## src/rtl/frd_pkg.sv

```systemverilog
// Package: shared field layout and slot kinds for the event FIFO reader.
// Assumes a 20-bit word whose header layout is fixed by the downstream decoder.
package frd_pkg;
    localparam int WORD_W = 20;
    localparam int LEN_W  = 5;
    localparam int BX_W   = 12;

    // Header word as seen on the FIFO and on the link (MSB first).
    typedef struct packed {
        logic             upset;
        logic             zsup;
        logic             trunc;
        logic [LEN_W-1:0] len;
        logic [BX_W-1:0]  bx;
    } evt_hdr_t;

    // What the reader does with the current clock slot.
    typedef enum logic [1:0] {
        SLOT_IDLE = 2'd0,
        SLOT_HDR  = 2'd1,
        SLOT_DATA = 2'd2,
        SLOT_DROP = 2'd3
    } slot_kind_t;
endpackage

```

## src/rtl/frd_trunc_judge.sv

```systemverilog
// Module: frd_trunc_judge
// Decides whether the event whose header is at the FIFO head is truncated.
// It also produces the header as it must appear on the link.
// Assumes fifo_count counts complete events, the one at the head included.
module frd_trunc_judge #(
    parameter int CNT_W       = 10,
    parameter int TRUNC_LIMIT = 448
) (
    input  logic [CNT_W-1:0]          fifo_count,
    input  logic [frd_pkg::WORD_W-1:0] hdr_in,
    output logic                      over,
    output logic [frd_pkg::WORD_W-1:0] hdr_out
);
    import frd_pkg::*;

    localparam longint MAX_CNT = (longint'(1) << CNT_W) - 1;

    // Pick the comparator variant: a limit above the count range never trips.
    generate
        if (longint'(TRUNC_LIMIT) > MAX_CNT) begin : g_never
            assign over = 1'b0;
        end else begin : g_cmp
            localparam logic [CNT_W-1:0] LIMIT_C = CNT_W'(TRUNC_LIMIT);
            assign over = (fifo_count >= LIMIT_C);
        end
    endgenerate

    evt_hdr_t hin, hout;
    assign hin = evt_hdr_t'(hdr_in);

    // Rewrite the header for a truncated event: flag set, length cleared.
    always_comb begin
        hout = hin;
        if (over) begin
            hout.trunc = 1'b1;
            hout.len   = '0;
        end
    end

    assign hdr_out = hout;
endmodule

```

## src/rtl/frd_frame_seq.sv

```systemverilog
// Module: frd_frame_seq
// Tracks event framing (header, then len payload words) and pops every
// available word. It marks each slot as idle, header, payload or dropped.
// Assumes a show-ahead FIFO and well-formed events.
module frd_frame_seq (
    input  logic                        clk,
    input  logic                        rst_n,
    input  logic                        fifo_empty,
    input  logic [frd_pkg::LEN_W-1:0]   hdr_len,
    input  logic                        over,
    output logic                        pop,
    output frd_pkg::slot_kind_t         kind
);
    import frd_pkg::*;

    logic [LEN_W-1:0] rem_q, rem_d;
    logic             drop_q, drop_d;

    // Next-state and slot classification for the word at the FIFO head.
    always_comb begin
        pop    = rst_n && !fifo_empty;
        kind   = SLOT_IDLE;
        rem_d  = rem_q;
        drop_d = drop_q;
        if (pop) begin
            if (rem_q == '0) begin
                kind   = SLOT_HDR;
                rem_d  = hdr_len;
                drop_d = over;
            end else begin
                kind  = drop_q ? SLOT_DROP : SLOT_DATA;
                rem_d = rem_q - LEN_W'(1);
            end
        end
    end

    // Framing state registers.
    always_ff @(posedge clk) begin
        if (!rst_n) begin
            rem_q  <= '0;
            drop_q <= 1'b0;
        end else begin
            rem_q  <= rem_d;
            drop_q <= drop_d;
        end
    end
endmodule

```

## src/rtl/frd_link_reg.sv

```systemverilog
// Module: frd_link_reg
// Output register toward the link: it shows the header or payload word
// for the slot just taken, or the all-zero idle word with valid low.
module frd_link_reg (
    input  logic                         clk,
    input  logic                         rst_n,
    input  frd_pkg::slot_kind_t          kind,
    input  logic [frd_pkg::WORD_W-1:0]   hdr_word,
    input  logic [frd_pkg::WORD_W-1:0]   data_word,
    output logic [frd_pkg::WORD_W-1:0]   link_word,
    output logic                         link_valid
);
    import frd_pkg::*;

    logic [WORD_W-1:0] word_d;
    logic              valid_d;

    // Select the word for this slot.
    always_comb begin
        word_d  = '0;
        valid_d = 1'b0;
        case (kind)
            SLOT_HDR:  begin word_d = hdr_word;  valid_d = 1'b1; end
            SLOT_DATA: begin word_d = data_word; valid_d = 1'b1; end
            default:   begin word_d = '0;        valid_d = 1'b0; end
        endcase
    end

    // Register the link outputs.
    always_ff @(posedge clk) begin
        if (!rst_n) begin
            link_word  <= '0;
            link_valid <= 1'b0;
        end else begin
            link_word  <= word_d;
            link_valid <= valid_d;
        end
    end
endmodule

```

## src/rtl/frd_event_reader.sv

```systemverilog
// Module: frd_event_reader (top)
// Drains a show-ahead event FIFO at one word per clock toward a 20-bit link.
// Events popped while occupancy is at or above TRUNC_LIMIT leave as a bare
// header with the truncate flag set; their payload is popped and discarded.
// Assumes the clock is twice the crossing rate and events are well formed.
module frd_event_reader #(
    parameter int CNT_W       = 10,
    parameter int TRUNC_LIMIT = 448
) (
    input  logic                       clk,
    input  logic                       rst_n,
    input  logic                       fifo_empty,
    input  logic [19:0]                fifo_rdata,
    input  logic [CNT_W-1:0]           fifo_count,
    output logic                       fifo_rd,
    output logic [19:0]                link_word,
    output logic                       link_valid
);
    import frd_pkg::*;

    logic              over;
    logic [WORD_W-1:0] hdr_link;
    slot_kind_t        kind;
    evt_hdr_t          head_hdr;

    assign head_hdr = evt_hdr_t'(fifo_rdata);

    frd_trunc_judge #(
        .CNT_W       (CNT_W),
        .TRUNC_LIMIT (TRUNC_LIMIT)
    ) u_judge (
        .fifo_count (fifo_count),
        .hdr_in     (fifo_rdata),
        .over       (over),
        .hdr_out    (hdr_link)
    );

    frd_frame_seq u_seq (
        .clk        (clk),
        .rst_n      (rst_n),
        .fifo_empty (fifo_empty),
        .hdr_len    (head_hdr.len),
        .over       (over),
        .pop        (fifo_rd),
        .kind       (kind)
    );

    frd_link_reg u_out (
        .clk        (clk),
        .rst_n      (rst_n),
        .kind       (kind),
        .hdr_word   (hdr_link),
        .data_word  (fifo_rdata),
        .link_word  (link_word),
        .link_valid (link_valid)
    );
endmodule

```

## config.mk

```make
export PLATFORM = sky130hd
export DESIGN_NAME = frd_event_reader
export DESIGN_NICKNAME = d
export VERILOG_FILES = /design/src/rtl/frd_pkg.sv /design/src/rtl/frd_trunc_judge.sv /design/src/rtl/frd_frame_seq.sv /design/src/rtl/frd_link_reg.sv /design/src/rtl/frd_event_reader.sv
export SDC_FILE = /design/constraint.sdc
export NUM_CORES = 1
export LEC_CHECK = 0
export CORE_UTILIZATION = 58
export CTS_BUF_LIST = sky130_fd_sc_hd__clkbuf_8 sky130_fd_sc_hd__clkbuf_16
export DETAILED_ROUTE_END_ITERATION = 12
export DONT_BUFFER_PORTS = 1
export HOLD_SLACK_MARGIN = 0.1
export PLACE_DENSITY = 0.74
export SYNTH_ARGS = -nofsm -noshare
export SYNTH_HDL_FRONTEND = slang
export SYNTH_SLANG_ARGS = --single-unit
```

## constraint.sdc

```tcl
create_clock -name clk -period 2.18 [get_ports clk]
set_input_delay 0.436 -clock clk [delete_from_list [all_inputs] [get_ports clk]]
set_output_delay 0.436 -clock clk [all_outputs]
set_load 0.02 [all_outputs]
```

======== Word-level counts from Yosys, hierarchy flattened ========
Index checks and enable logic that the tools add are counted.
storage, ports and cells
  bits in registers ....................... 27
  output and inout port bits .............. 22
operators by class
  add/sub/neg operators ................... 1
  $lt $le $gt $ge ......................... 1
  equality and inequality tests ........... 2
  mux-type cells .......................... 7
  reductions and logical operators ........ 5
operators with widths
  cell                                                                                   number
  20-bit case mux with 2 select lines                                                    1
  10-bit by 9-bit greater-or-equal comparator with 1-bit output (second input constant)  1
  6-bit two-way mux                                                                      1
  5-bit zero test                                                                        1
  5-bit two-way mux                                                                      1
  5-bit by 1-bit subtractor with 5-bit output (second input constant)                    1
  2-bit two-way mux                                                                      2
  2-bit by 1-bit equality test with 1-bit output (second input constant)                 1
  2-bit equality test (second input constant)                                            1
  1-bit two-way mux                                                                      2
  2-bit AND reduction                                                                    1
  2-bit OR reduction                                                                     1
  1-bit logical AND                                                                      1
  1-bit zero test                                                                        1

======== Logic depth before layout (Yosys ltp) ========
Gate-level depths: netlist of run 1.
  depth after elaboration ................. 6
  depth in mapped cells ................... 9

======== Hierarchy ========
Synthesis of run 1 repeated with hierarchy kept, for this count alone.
unflattened totals
  cells, all modules ...................... 137
  area total of the unflattened synthesis .. 1,265.0 um^2
modules (own cells, without submodules)
  module           instances  cells an instance  area an instance (um^2)  seq. area each (um^2)
  frd_link_reg     1          73                 755.7                    420.4
  frd_frame_seq    1          42                 341.6                    120.1
  frd_trunc_judge  1          22                 167.7                    0.0

======== Least setup slack after synthesis of run 1 ========
No wires, ideal clock.
  path kind ............................... input to register
  start ................................... input port fifo_empty
  end ..................................... register u_out.link_word[12] in the netlist's numbering
  library setup time ...................... 0.060 ns
  arrival ................................. 1.964 ns
  data required time ...................... 2.120 ns
  path slack .............................. 0.156 ns
  cell stages on the path ................. 9
  buffers on the path ..................... 2
  cells stage by stage .................... buf_4 nand2b_1 inv_1 o21ai_0 ha_1 nor2b_1 o21a_1 clkbuf_1 and3_1
between the ends
  word-level cells in the longest chain between the ends .. 5
ends and longest elaborated chain
  item                                                                                          RTL line                RTL
  start, declared                                                                               frd_event_reader.sv:12  input logic fifo_empty,
  1-bit zero test (*)                                                                           frd_frame_seq.sv:21     pop = rst_n && !fifo_empty;
  1-bit logical AND (*)                                                                         frd_frame_seq.sv:21
  via fifo_rd                                                                                   frd_event_reader.sv:15  output logic fifo_rd,
  2-bit two-way mux (*)                                                                         frd_frame_seq.sv:25     if (pop) begin
  2-bit equality test / 2-bit by 1-bit equality test with 1-bit output (equally long branches)  frd_link_reg.sv:22      case (kind)
  20-bit case mux with 2 select lines (*)                                                       frd_link_reg.sv:22
  end signal, assigned                                                                          frd_link_reg.sv:35      link_word <= word_d;
  end, declared                                                                                 frd_link_reg.sv:10      output logic [frd_pkg::WORD_W-1:0] link_word,
Mark *: on every way through the listed nets, which the timed path passes. The rest lies on a longest branch.
A chain may end at the register's enable or synchronous reset.

======== Worst setup path after layout of run 1 ========
  start ................................... register u_seq.rem_q[0]
  end ..................................... register u_out.link_word[15] in the netlist's numbering
between the ends
  word-level cells in the longest chain between the ends .. 5
ends and longest elaborated chain
  item                                                                                          RTL line             RTL
  start, declared                                                                               frd_frame_seq.sv:16  logic [LEN_W-1:0] rem_q, rem_d;
  start signal, assigned                                                                        frd_frame_seq.sv:43  rem_q <= rem_d;
  5-bit zero test (*)                                                                           frd_frame_seq.sv:26  if (rem_q == '0) begin
  2-bit two-way mux (*)                                                                         frd_frame_seq.sv:26
  2-bit two-way mux (*)                                                                         frd_frame_seq.sv:25
  2-bit equality test / 2-bit by 1-bit equality test with 1-bit output (equally long branches)  frd_link_reg.sv:22
  20-bit case mux with 2 select lines (*)                                                       frd_link_reg.sv:22
Every way passes the cells marked *; elsewhere a longest branch is shown, timed or not.

==> run_results.csv, run 1 <==
group,metric,value,unit
floorplanning,rows,14,
worst_setup_path,end_kind,"flip-flop",
floorplanning,core,1540,um2
clocking,cts_sinks,27,
clocking,h-tree-depth,1,
sta,fmax,500,MHz
synthesis,ys_ff_latch,27,
route,firstDrtPassIters,4,
global_routing,grt_pass1_wl,2560,um
global_routing,overflow,0,
sta,finalHoldViolCount,0,
sta,setup_ws,0.181,ns
final_layout,ff_latch_area,541,um2
global_routing,grt_max_degree,17,
sta,worst_slew_pin_slew,0.384,ns
sta,slew_headroom,74.0,%
route,wl,1560,um
global_routing,grt_pass1_vias,584,
floorplanning,fp.dieW,43.1,um
global_routing,antenna_found_initial,0,
status,status,"complete, no violations",
final_layout,fill_cells,118,
power,power,1.30,mW
clocking,tritoncts,"built",
synthesis,synth-main-ff-cell,"dfxtp_1",
placed_design,io_buffers,0,
clocking,cts-root-buf,"clkbuf_8",
clocking,cts_hold_buffers,0,
sta,whs,0.284,ns
floorplanning,die-area,1860,um2
synthesis,synth_edf_count,0,
floorplanning,initial_core_util,63.6,%
final_layout,multiInputGateArea,412,um2
final_layout,antenna_cells,0,
final_layout,finish.instance_area,1060,um2
sta,slew_violations,0,
synthesis,synth_top_area_share,55.2,%
route,drc,0,
placed_design,post_dp_cell_area,1000,um2
synthesis,yosysSeqAreaShare,55.2,%
worst_setup_path,critPathRequiredTime,2.39,ns
worst_setup_path,cp_data_arrival_time,2.21,ns
placed_design,dp_hpwl,1160,um
route,drtIter0Drc,10,
sta,clock_skew,0.00561,ns
final_layout,areaGrowthSynthToFinish,8.43,%
synthesis,yosys_warnings,0,
floorplanning,die_y,43.1,um
placed_design,place_ws,0.0366,ns
synthesis,yosysMostFrequentCell,"dfxtp_1",
synthesis,syn_area,980,um2
power,power_density,1220,nW/um2
floorplanning,ios,55,
synthesis,synth.top_cells.by_count,"27 x dfxtp_1, 14 x and2_1, 5 x and3_1, 5 x inv_1, 5 x nor2_1",
route,wire_per_inst,13.8,um
synthesis,synthCells,94,
synthesis,syn_nets,130,
flow_run,drv_cap,0,
synthesis,ys_async_sr_fraction,0,%
synthesis,yosysTopAreaCell,"dfxtp_1",
worst_setup_path,cp-start-kind,"flip-flop",
hold_path,hold_path.class,"in -> reg",
route,postRouteAntennaNets,0,
sta,finalCriticalPeriod,2.00,ns
final_layout,final_util,68.9,%
power,leakage,0.453,nW
clocking,postCtsSetupBuffers,0,
worst_setup_path,worst-path-max-fanout,8,
clocking,clk_latency,0.27,ns
placed_design,gp_congestion,0.694,
clocking,cts_resized,0,
final_layout,drive_above_1_share,12.4,%
sta,fin_crit_sh,91.7,%
synthesis,avgSynthCellArea,10.4,um2
clocking,cts_buffer_depth,2,
worst_setup_path,path_class,"reg -> reg",
clocking,path_clk_slew,0.09,ns
power,vdd_ir_drop_max,0.000738,V
route,post_drt_via_cell_ratio,5.67,
route,vias,641,
sta,finalSetupViolCount,0,
global_routing,grt.total_usage,18.8,%
synthesis,synth_cell_types,32,
synthesis,synth.area.top_cells,"dfxtp_1 55%, and2_1 8.9%, ha_1 3.8%",
final_layout,nets,134,
clocking,cts_buffers,3,
==> through the flow <==
step / std cells / TNS [ns]
finish: 113 / 0
global placement: 109 / 0
floorplan: 94 / 0
CTS: 113 / 0
detailed placement: 109 / 0
global route: 113 / -0.0117
==> power breakdown <==
group          leakage (nW)  switching [mW]  internal [mW]
registers             0.219           0.101          0.563
clock network        0.0217           0.141          0.129
logic                 0.213           0.173          0.189
==> layer usage <==
metal,up-vias,track usage (%),wire (um)
li1,320,-,-
met3,2,7.66,144
met2,34,29.6,779
met4,0,9.09,18
met5,-,0,0
met1,285,21.9,616
==> final timing paths <==
path                               startpoint                        endpoint  slack (ns)  depth (start not counted)
setup / recovery  u_seq.rem_q[0]$_SDFFE_PN0N_  u_out.link_word[15]$_SDFF_PN0_        0.18                          9
hold / removal                  fifo_rdata[7]   u_out.link_word[7]$_SDFF_PN0_        0.28                          1
setup reg to reg  u_seq.rem_q[0]$_SDFFE_PN0N_  u_out.link_word[15]$_SDFF_PN0_        0.18                          9
hold reg to reg   u_seq.rem_q[0]$_SDFFE_PN0N_     u_seq.rem_q[0]$_SDFFE_PN0N_        0.52                          2
==> critical path, stage by stage, from the launching register on <==
cell and delay (ns):
dfxtp_1 0.35, inv_1 0.06, ha_1 0.18, nor4b_4 0.34, o21ai_1 0.11, ha_1 0.32
nor2b_2 0.13, o21a_1 0.15, buf_4 0.14, and3_1 0.16
==> state kept, by name (all words and copies together), names as in the netlist <==
| signal | cells |
|---|---|
| u_seq.rem_q | 5 |
| u_out.link_valid | 1 |
| u_out.link_word | 20 |
| u_seq.drop_q | 1 |
==> cell families after synthesis <==
kind of cell	after synthesis	share of synthesized area [%]
AOI/OAI and AO/OA	9	6.38
adders and majority gates	3	3.83
xor gates and xnor gates	1	0.894
buffers and inverters	9	3.96
and+or+nand+nor	43	27.7
DFF	27	55.2
muxes	2	2.04
==> layout make-up <==
class / count / share of cell area, %
clock buffer: 3 / 3.89
clock inverter: 1 / 0.707
multi-input combinational: 58 / 38.8
inverter: 5 / 1.77
timing repair buffer: 3 / 2.12
tap: 16 / 1.88
sequential: 27 / 50.9
==> layout by cell type (no fill, tap or decap), types with 2 or more instances in the layout <==
cell type / count
dfxtp_1: 27
and3_1: 5
and2_1: 14
mux2i_1: 2
o21a_1: 2
nor4_1: 2
inv_1: 5
o21ai_1: 2
buf_4: 3
nor2b_1: 3
nor2_1: 5
a31oi_1: 2
ha_1: 3
nand2_1: 2
clkbuf_8: 3
Note: power is estimated with default switching activity, not from simulation.
==> inputs of run 2 (changes only) <==
Settings changed: CORE_UTILIZATION 58 to 53, PLACE_DENSITY 0.74 to 0.71.
Clock period 2.18 ns to 1.7 ns, I/O delays scaled along.
==> run_results.csv, run 2 (same netlist as run 1, synthesis figures left out) <==
group,metric,value,unit
power,leakage,0.511,nW
clocking,cts_hold_buffers,0,
sta,worst_slew_pin_slew,0.383,ns
route,firstDrtPassIters,7,
route,drc,2,
worst_setup_path,slowest_delay,0.33,ns
route,post_drt_via_cell_ratio,5.34,
power,intPower,1.29,mW
global_routing,grt_max_degree,17,
final_layout,areaGrowthSynthToFinish,21.6,%
flow_run,drv_cap,0,
worst_setup_path,r2r-start,"u_seq.rem_q[0]$_SDFFE_PN0N_",
final_layout,drive_above_1_share,29.9,%
status,status,"complete, but fails checks",
power,power,1.91,mW
route,drtIter0Drc,26,
clocking,cts_buffer_depth,2,
floorplanning,fp.dieW,45.0,um
clocking,cts_sinks,27,
worst_setup_path,cp_num_buf_inv,2,
final_layout,final_common_cell,"dfxtp_1",
final_layout,antenna_cells,0,
sta,clock_skew,0.00176,ns
final_layout,reg_top3,"u_out.link_word x20, u_seq.rem_q x5",
placed_design,gp_congestion,0.796,
worst_setup_path,path_class,"reg -> reg",
sta,setup-tns-final,-2.01,ns
floorplanning,die_y,45.0,um
clocking,path_clk_slew,0.09,ns
sta,fmax,545,MHz
sta,slew_violations,0,
final_layout,final_cell_mix,"25 x dfxtp_1, 14 x and2_1, 10 x buf_4",
power,power_density,1600,nW/um2
sta,fin_crit_sh,108,%
sta,finalCriticalPeriod,1.83,ns
power,clkPwrFrac,18.8,%
hold_path,min_from,"fifo_rdata[2]",
worst_setup_path,cp-start-kind,"flip-flop",
worst_setup_path,r2r-end,"u_out.link_word[14]$_SDFF_PN0_",
worst_setup_path,end_kind,"flip-flop",
placed_design,io_buffers,0,
power,combPwrFrac,37.8,%
worst_setup_path,worst-path-max-fanout,5,
sta,slew_headroom,74.1,%
clocking,cts_buffers,3,
sta,whs,0.192,ns
power,seqPwrFrac,43.4,%
route,wl,1840,um
status,violations,"design-rule violations, negative setup slack",
global_routing,overflow,0,
final_layout,regMostFlops,"u_out.link_word",
placed_design,dp_hpwl,1370,um
clocking,cts-root-buf,"clkbuf_8",
floorplanning,initial_core_util,56.7,%
power,switching_share,32.1,%
worst_setup_path,slowest_stage,"dfxtp_2",
hold_path,whs_path_depth,1,
clocking,tritoncts,"built",
final_layout,nets,144,
route,wire_per_inst,13.9,um
hold_path,min_to,"u_out.link_word[2]$_SDFF_PN0_",
sta,rsz0062_at_grt,"true",
global_routing,grt.total_usage,18.5,%
floorplanning,rows,15,
floorplanning,core,1730,um2
final_layout,largest_register_ffs,20,
route,postRouteAntennaNets,0,
sta,finalSetupViolCount,20,
worst_setup_path,reg2reg_depth,9,
floorplanning,die-area,2020,um2
floorplanning,ios,55,
global_routing,grt_pass1_vias,639,
placed_design,dp_cells,125,
final_layout,final_cells,132,
clocking,clk_latency,0.26,ns
sta,setup_ws,-0.135,ns
route,vias,705,
hold_path,hold_path.class,"in -> reg",
clocking,h-tree-depth,1,
power,power_switching,0.613,mW
worst_setup_path,critPathRequiredTime,1.92,ns
worst_setup_path,path_cells,"inv_2, ha_4, nor4b_4, nor2_1, ha_1, nor2b_2, o21a_4, buf_6, and3_4",
sta,finalHoldViolCount,0,
global_routing,grt_pass1_wl,2650,um
worst_setup_path,cp_data_arrival_time,2.05,ns
worst_setup_path,r2r_setup_slack,-0.13,ns
worst_setup_path,crit_family,"simple AND/OR/NAND/NOR gates",
global_routing,antenna_found_initial,0,
power,vdd_ir_drop_max,0.000825,V
## run 2: cell types whose count changed in the layout (fill, tap and decap cells not counted), sizes merged
cell and change:
buf +10
## run 2: power by group through the flow
stage	sequential, mW	clock [mW]	combinational, mW
2_1_floorplan	0.855	0	0.436
3_3_place_gp	0.839	0	0.612
3_5_place_dp	0.845	0	0.649
4_1_cts	0.830	0.368	0.689
5_1_grt	0.838	0.393	0.792
6_report	0.828	0.358	0.720
## run 2: worst max path at each step
stage / slack (ns) / end / start / cells past startpoint
after floorplan: -0.05 / u_out.link_word[12]$_SDFF_PN0_ / u_seq.rem_q[1]$_SDFFE_PN0N_ / 9
after global placement: -0.12 / u_out.link_word[14]$_SDFF_PN0_ / u_seq.rem_q[1]$_SDFFE_PN0N_ / 9
after detailed placement: -0.19 / u_out.link_word[14]$_SDFF_PN0_ / u_seq.rem_q[1]$_SDFFE_PN0N_ / 9
after CTS: -0.18 / u_out.link_word[14]$_SDFF_PN0_ / u_seq.rem_q[1]$_SDFFE_PN0N_ / 9
after global routing: -0.24 / u_out.link_word[14]$_SDFF_PN0_ / u_seq.rem_q[0]$_SDFFE_PN0N_ / 9
final: -0.13 / u_out.link_word[14]$_SDFF_PN0_ / u_seq.rem_q[0]$_SDFFE_PN0N_ / 9
## run 2: area by class of cell
cell class              instances  area [um2]
multi-input cells              58         447
clock buffers                   3        41.3
clock inverters                 1        7.51
fillers                       139         536
well taps                      25        31.3
repair buffers                 13         103
flip-flops and latches         27         543
inverters                       5        18.8
## run 2: layer usage
metal / track usage (%) / up-vias / part of all wire [%]
li1: - / 343 / -
met1: 20.6 / 325 / 40
met2: 31.6 / 35 / 50
met3: 5.60 / 2 / 8.6
met4: 9.09 / 0 / 1.1
met5: 0 / - / 0
## run 2: what timing repair did
action | 4_1_cts | 5_1_grt
pin swaps | 1 | 4
cloned | 0 | 2
buffers inserted | 1 | 1
gates resized for setup | 0 | 8
endpoints found under the hold margin | 0 | 0
setup endpoints to repair | 20 | 20
## run 2: per-stage QoR
step           worst slack, ns  util [%]  instance area (um2)
6_report                -0.135      69.0                 1190
2_1_floorplan          -0.0457         -                 1010
4_1_cts                 -0.181      66.8                 1150
3_5_place_dp            -0.190      63.6                 1100
5_1_grt                 -0.237      69.0                 1190
3_3_place_gp            -0.121      63.6                 1100
==> inputs of run 3 (changes only) <==
Settings changed: CELL_PAD_IN_SITES_DETAIL_PLACEMENT from default to 1, CELL_PAD_IN_SITES_GLOBAL_PLACEMENT from default to 1, CORE_UTILIZATION 53 to 38, PLACE_DENSITY 0.71 to default, PLACE_DENSITY_LB_ADDON from default to 0.1.
==> run_results.csv, run 3 (same netlist as run 1, synthesis figures left out) <==
group,metric,value,unit
final_layout,final_common_cell,"dfxtp_1",
placed_design,dp_cells,131,
route,post_drt_via_cell_ratio,5.26,
status,violations,"negative setup slack",
clocking,cts_sinks,27,
worst_setup_path,reg2reg_depth,9,
worst_setup_path,path_class,"reg -> reg",
route,firstDrtPassIters,4,
sta,clock_skew,0.00307,ns
worst_setup_path,slowest_stage,"dfxtp_2",
worst_setup_path,cp_data_arrival_time,2.15,ns
sta,fin_crit_sh,114,%
placed_design,dp_hpwl,1570,um
hold_path,hold_path.class,"in -> reg",
sta,setup-tns-final,-4.43,ns
worst_setup_path,end_kind,"flip-flop",
power,power_switching,0.621,mW
global_routing,grt.total_usage,15.7,%
power,seqPwrFrac,43.5,%
worst_setup_path,r2r-start,"u_seq.rem_q[1]$_SDFFE_PN0N_",
power,leakage,0.510,nW
sta,worst_slew_pin_slew,0.368,ns
floorplanning,core,2450,um2
worst_setup_path,slowest_delay,0.34,ns
final_layout,areaGrowthSynthToFinish,19.8,%
global_routing,antenna_found_initial,0,
floorplanning,rows,18,
worst_setup_path,worst-path-max-fanout,9,
power,clkPwrFrac,18.4,%
route,drtIter0Drc,4,
final_layout,final_cell_mix,"25 x dfxtp_1, 14 x and2_1, 11 x buf_4",
placed_design,place_ws,-0.230,ns
placed_design,gp_congestion,0.772,
final_layout,final_util,47.8,%
hold_path,min_to,"u_out.link_word[2]$_SDFF_PN0_",
floorplanning,ios,55,
final_layout,largest_register_ffs,20,
sta,rsz0062_at_grt,"true",
worst_setup_path,r2r-end,"u_out.link_word[5]$_SDFF_PN0_",
route,drc,0,
flow_run,drv_cap,0,
route,wl,1980,um
clocking,h-tree-depth,1,
global_routing,overflow,0,
final_layout,final_cells,136,
global_routing,grt_pass1_wl,3130,um
final_layout,nets,143,
clocking,tritoncts,"built",
global_routing,grt_max_degree,16,
placed_design,io_buffers,0,
sta,finalHoldViolCount,0,
power,vdd_ir_drop_max,0.000966,V
hold_path,min_from,"fifo_rdata[2]",
clocking,cts_buffer_depth,2,
floorplanning,fp.dieW,52.8,um
final_layout,antenna_cells,0,
clocking,clk_latency,0.26,ns
worst_setup_path,r2r_setup_slack,-0.23,ns
final_layout,reg_top3,"u_out.link_word x20, u_seq.rem_q x5",
route,vias,715,
route,wire_per_inst,14.6,um
clocking,path_clk_slew,0.09,ns
sta,slew_headroom,75.1,%
sta,fmax,517,MHz
sta,finalCriticalPeriod,1.93,ns
sta,slew_violations,0,
global_routing,grt_pass1_vias,649,
power,switching_share,32.6,%
worst_setup_path,critPathRequiredTime,1.91,ns
power,power_density,1620,nW/um2
sta,setup_ws,-0.233,ns
route,postRouteAntennaNets,0,
worst_setup_path,path_cells,"inv_2, ha_4, nor4b_4, o21ai_1, ha_1, nor2b_2, o21a_1, buf_4, and2_1",
power,intPower,1.28,mW
sta,finalSetupViolCount,20,
power,power,1.91,mW
clocking,cts-root-buf,"clkbuf_8",
hold_path,whs_path_depth,1,
floorplanning,die-area,2790,um2
status,status,"complete, but fails checks",
power,combPwrFrac,38.1,%
final_layout,regMostFlops,"u_out.link_word",
worst_setup_path,cp-start-kind,"flip-flop",
floorplanning,initial_core_util,39.9,%
clocking,cts_buffers,3,
final_layout,drive_above_1_share,27.4,%
floorplanning,die_y,52.8,um
-- run 3: power groups by stage --
stage	sequential, mW	combinational, mW	clock, mW
floorplan	0.855	0.436	0
global placement	0.842	0.641	0
detailed placement	0.844	0.675	0
CTS	0.830	0.750	0.361
global route	0.842	0.818	0.387
finish	0.829	0.725	0.351
-- run 3: stage by stage --
step / instance area (um2) / hold WS [ns]
3_3_place_gp: 1110 / 0.467
5_1_grt: 1170 / 0.185
4_1_cts: 1190 / 0.192
6_report: 1170 / 0.195
3_5_place_dp: 1110 / 0.472
2_1_floorplan: 1010 / 0.464
-- run 3: metal layers --
metal  track usage (%)  routed length, um
met1              18.9                832
met4              5.26                 10
met3              4.06                155
met5                 0                  0
met2              26.6                985
-- run 3: worst max path at each step --
stage	depth (start not counted)	startpoint	endpoint
floorplan	9	u_seq.rem_q[1]$_SDFFE_PN0N_	u_out.link_word[12]$_SDFF_PN0_
detailed placement	9	u_seq.rem_q[1]$_SDFFE_PN0N_	u_out.link_word[12]$_SDFF_PN0_
global route	9	u_seq.rem_q[1]$_SDFFE_PN0N_	u_out.link_word[13]$_SDFF_PN0_
finish	9	u_seq.rem_q[1]$_SDFFE_PN0N_	u_out.link_word[5]$_SDFF_PN0_
CTS	9	u_seq.rem_q[1]$_SDFFE_PN0N_	u_out.link_word[12]$_SDFF_PN0_
global placement	9	u_seq.rem_q[1]$_SDFFE_PN0N_	u_out.link_word[13]$_SDFF_PN0_
-- run 3: final cells by class --
cell class | count | area [um2]
Clock buffer | 3 | 41.3
Sequential cell | 27 | 543
Multi-Input combinational cell | 58 | 434
Fill cell | 267 | 1280
Timing Repair Buffer | 12 | 93.8
Inverter | 5 | 18.8
Tap cell | 30 | 37.5
Clock inverter | 1 | 5.00
-- run 3: what timing repair did --
item                                    4_1_cts  5_1_grt
cloned                                        0        0
endpoints found under the setup margin       20       21
buffers inserted                              3        0
hold buffers                                  0        0
resized for setup                             4        1
pin swaps                                     2        0
-- run 3: worst max-delay path, delay by kind of cell, from the launching register on --
kind	cells	cell delay, ns
AND/OR/NAND/NOR	3	0.59
adder cells (fa/ha/maj)	2	0.44
flip-flops	1	0.34
AO/OA/AOI/OAI	2	0.29
buffers and inverters	2	0.22
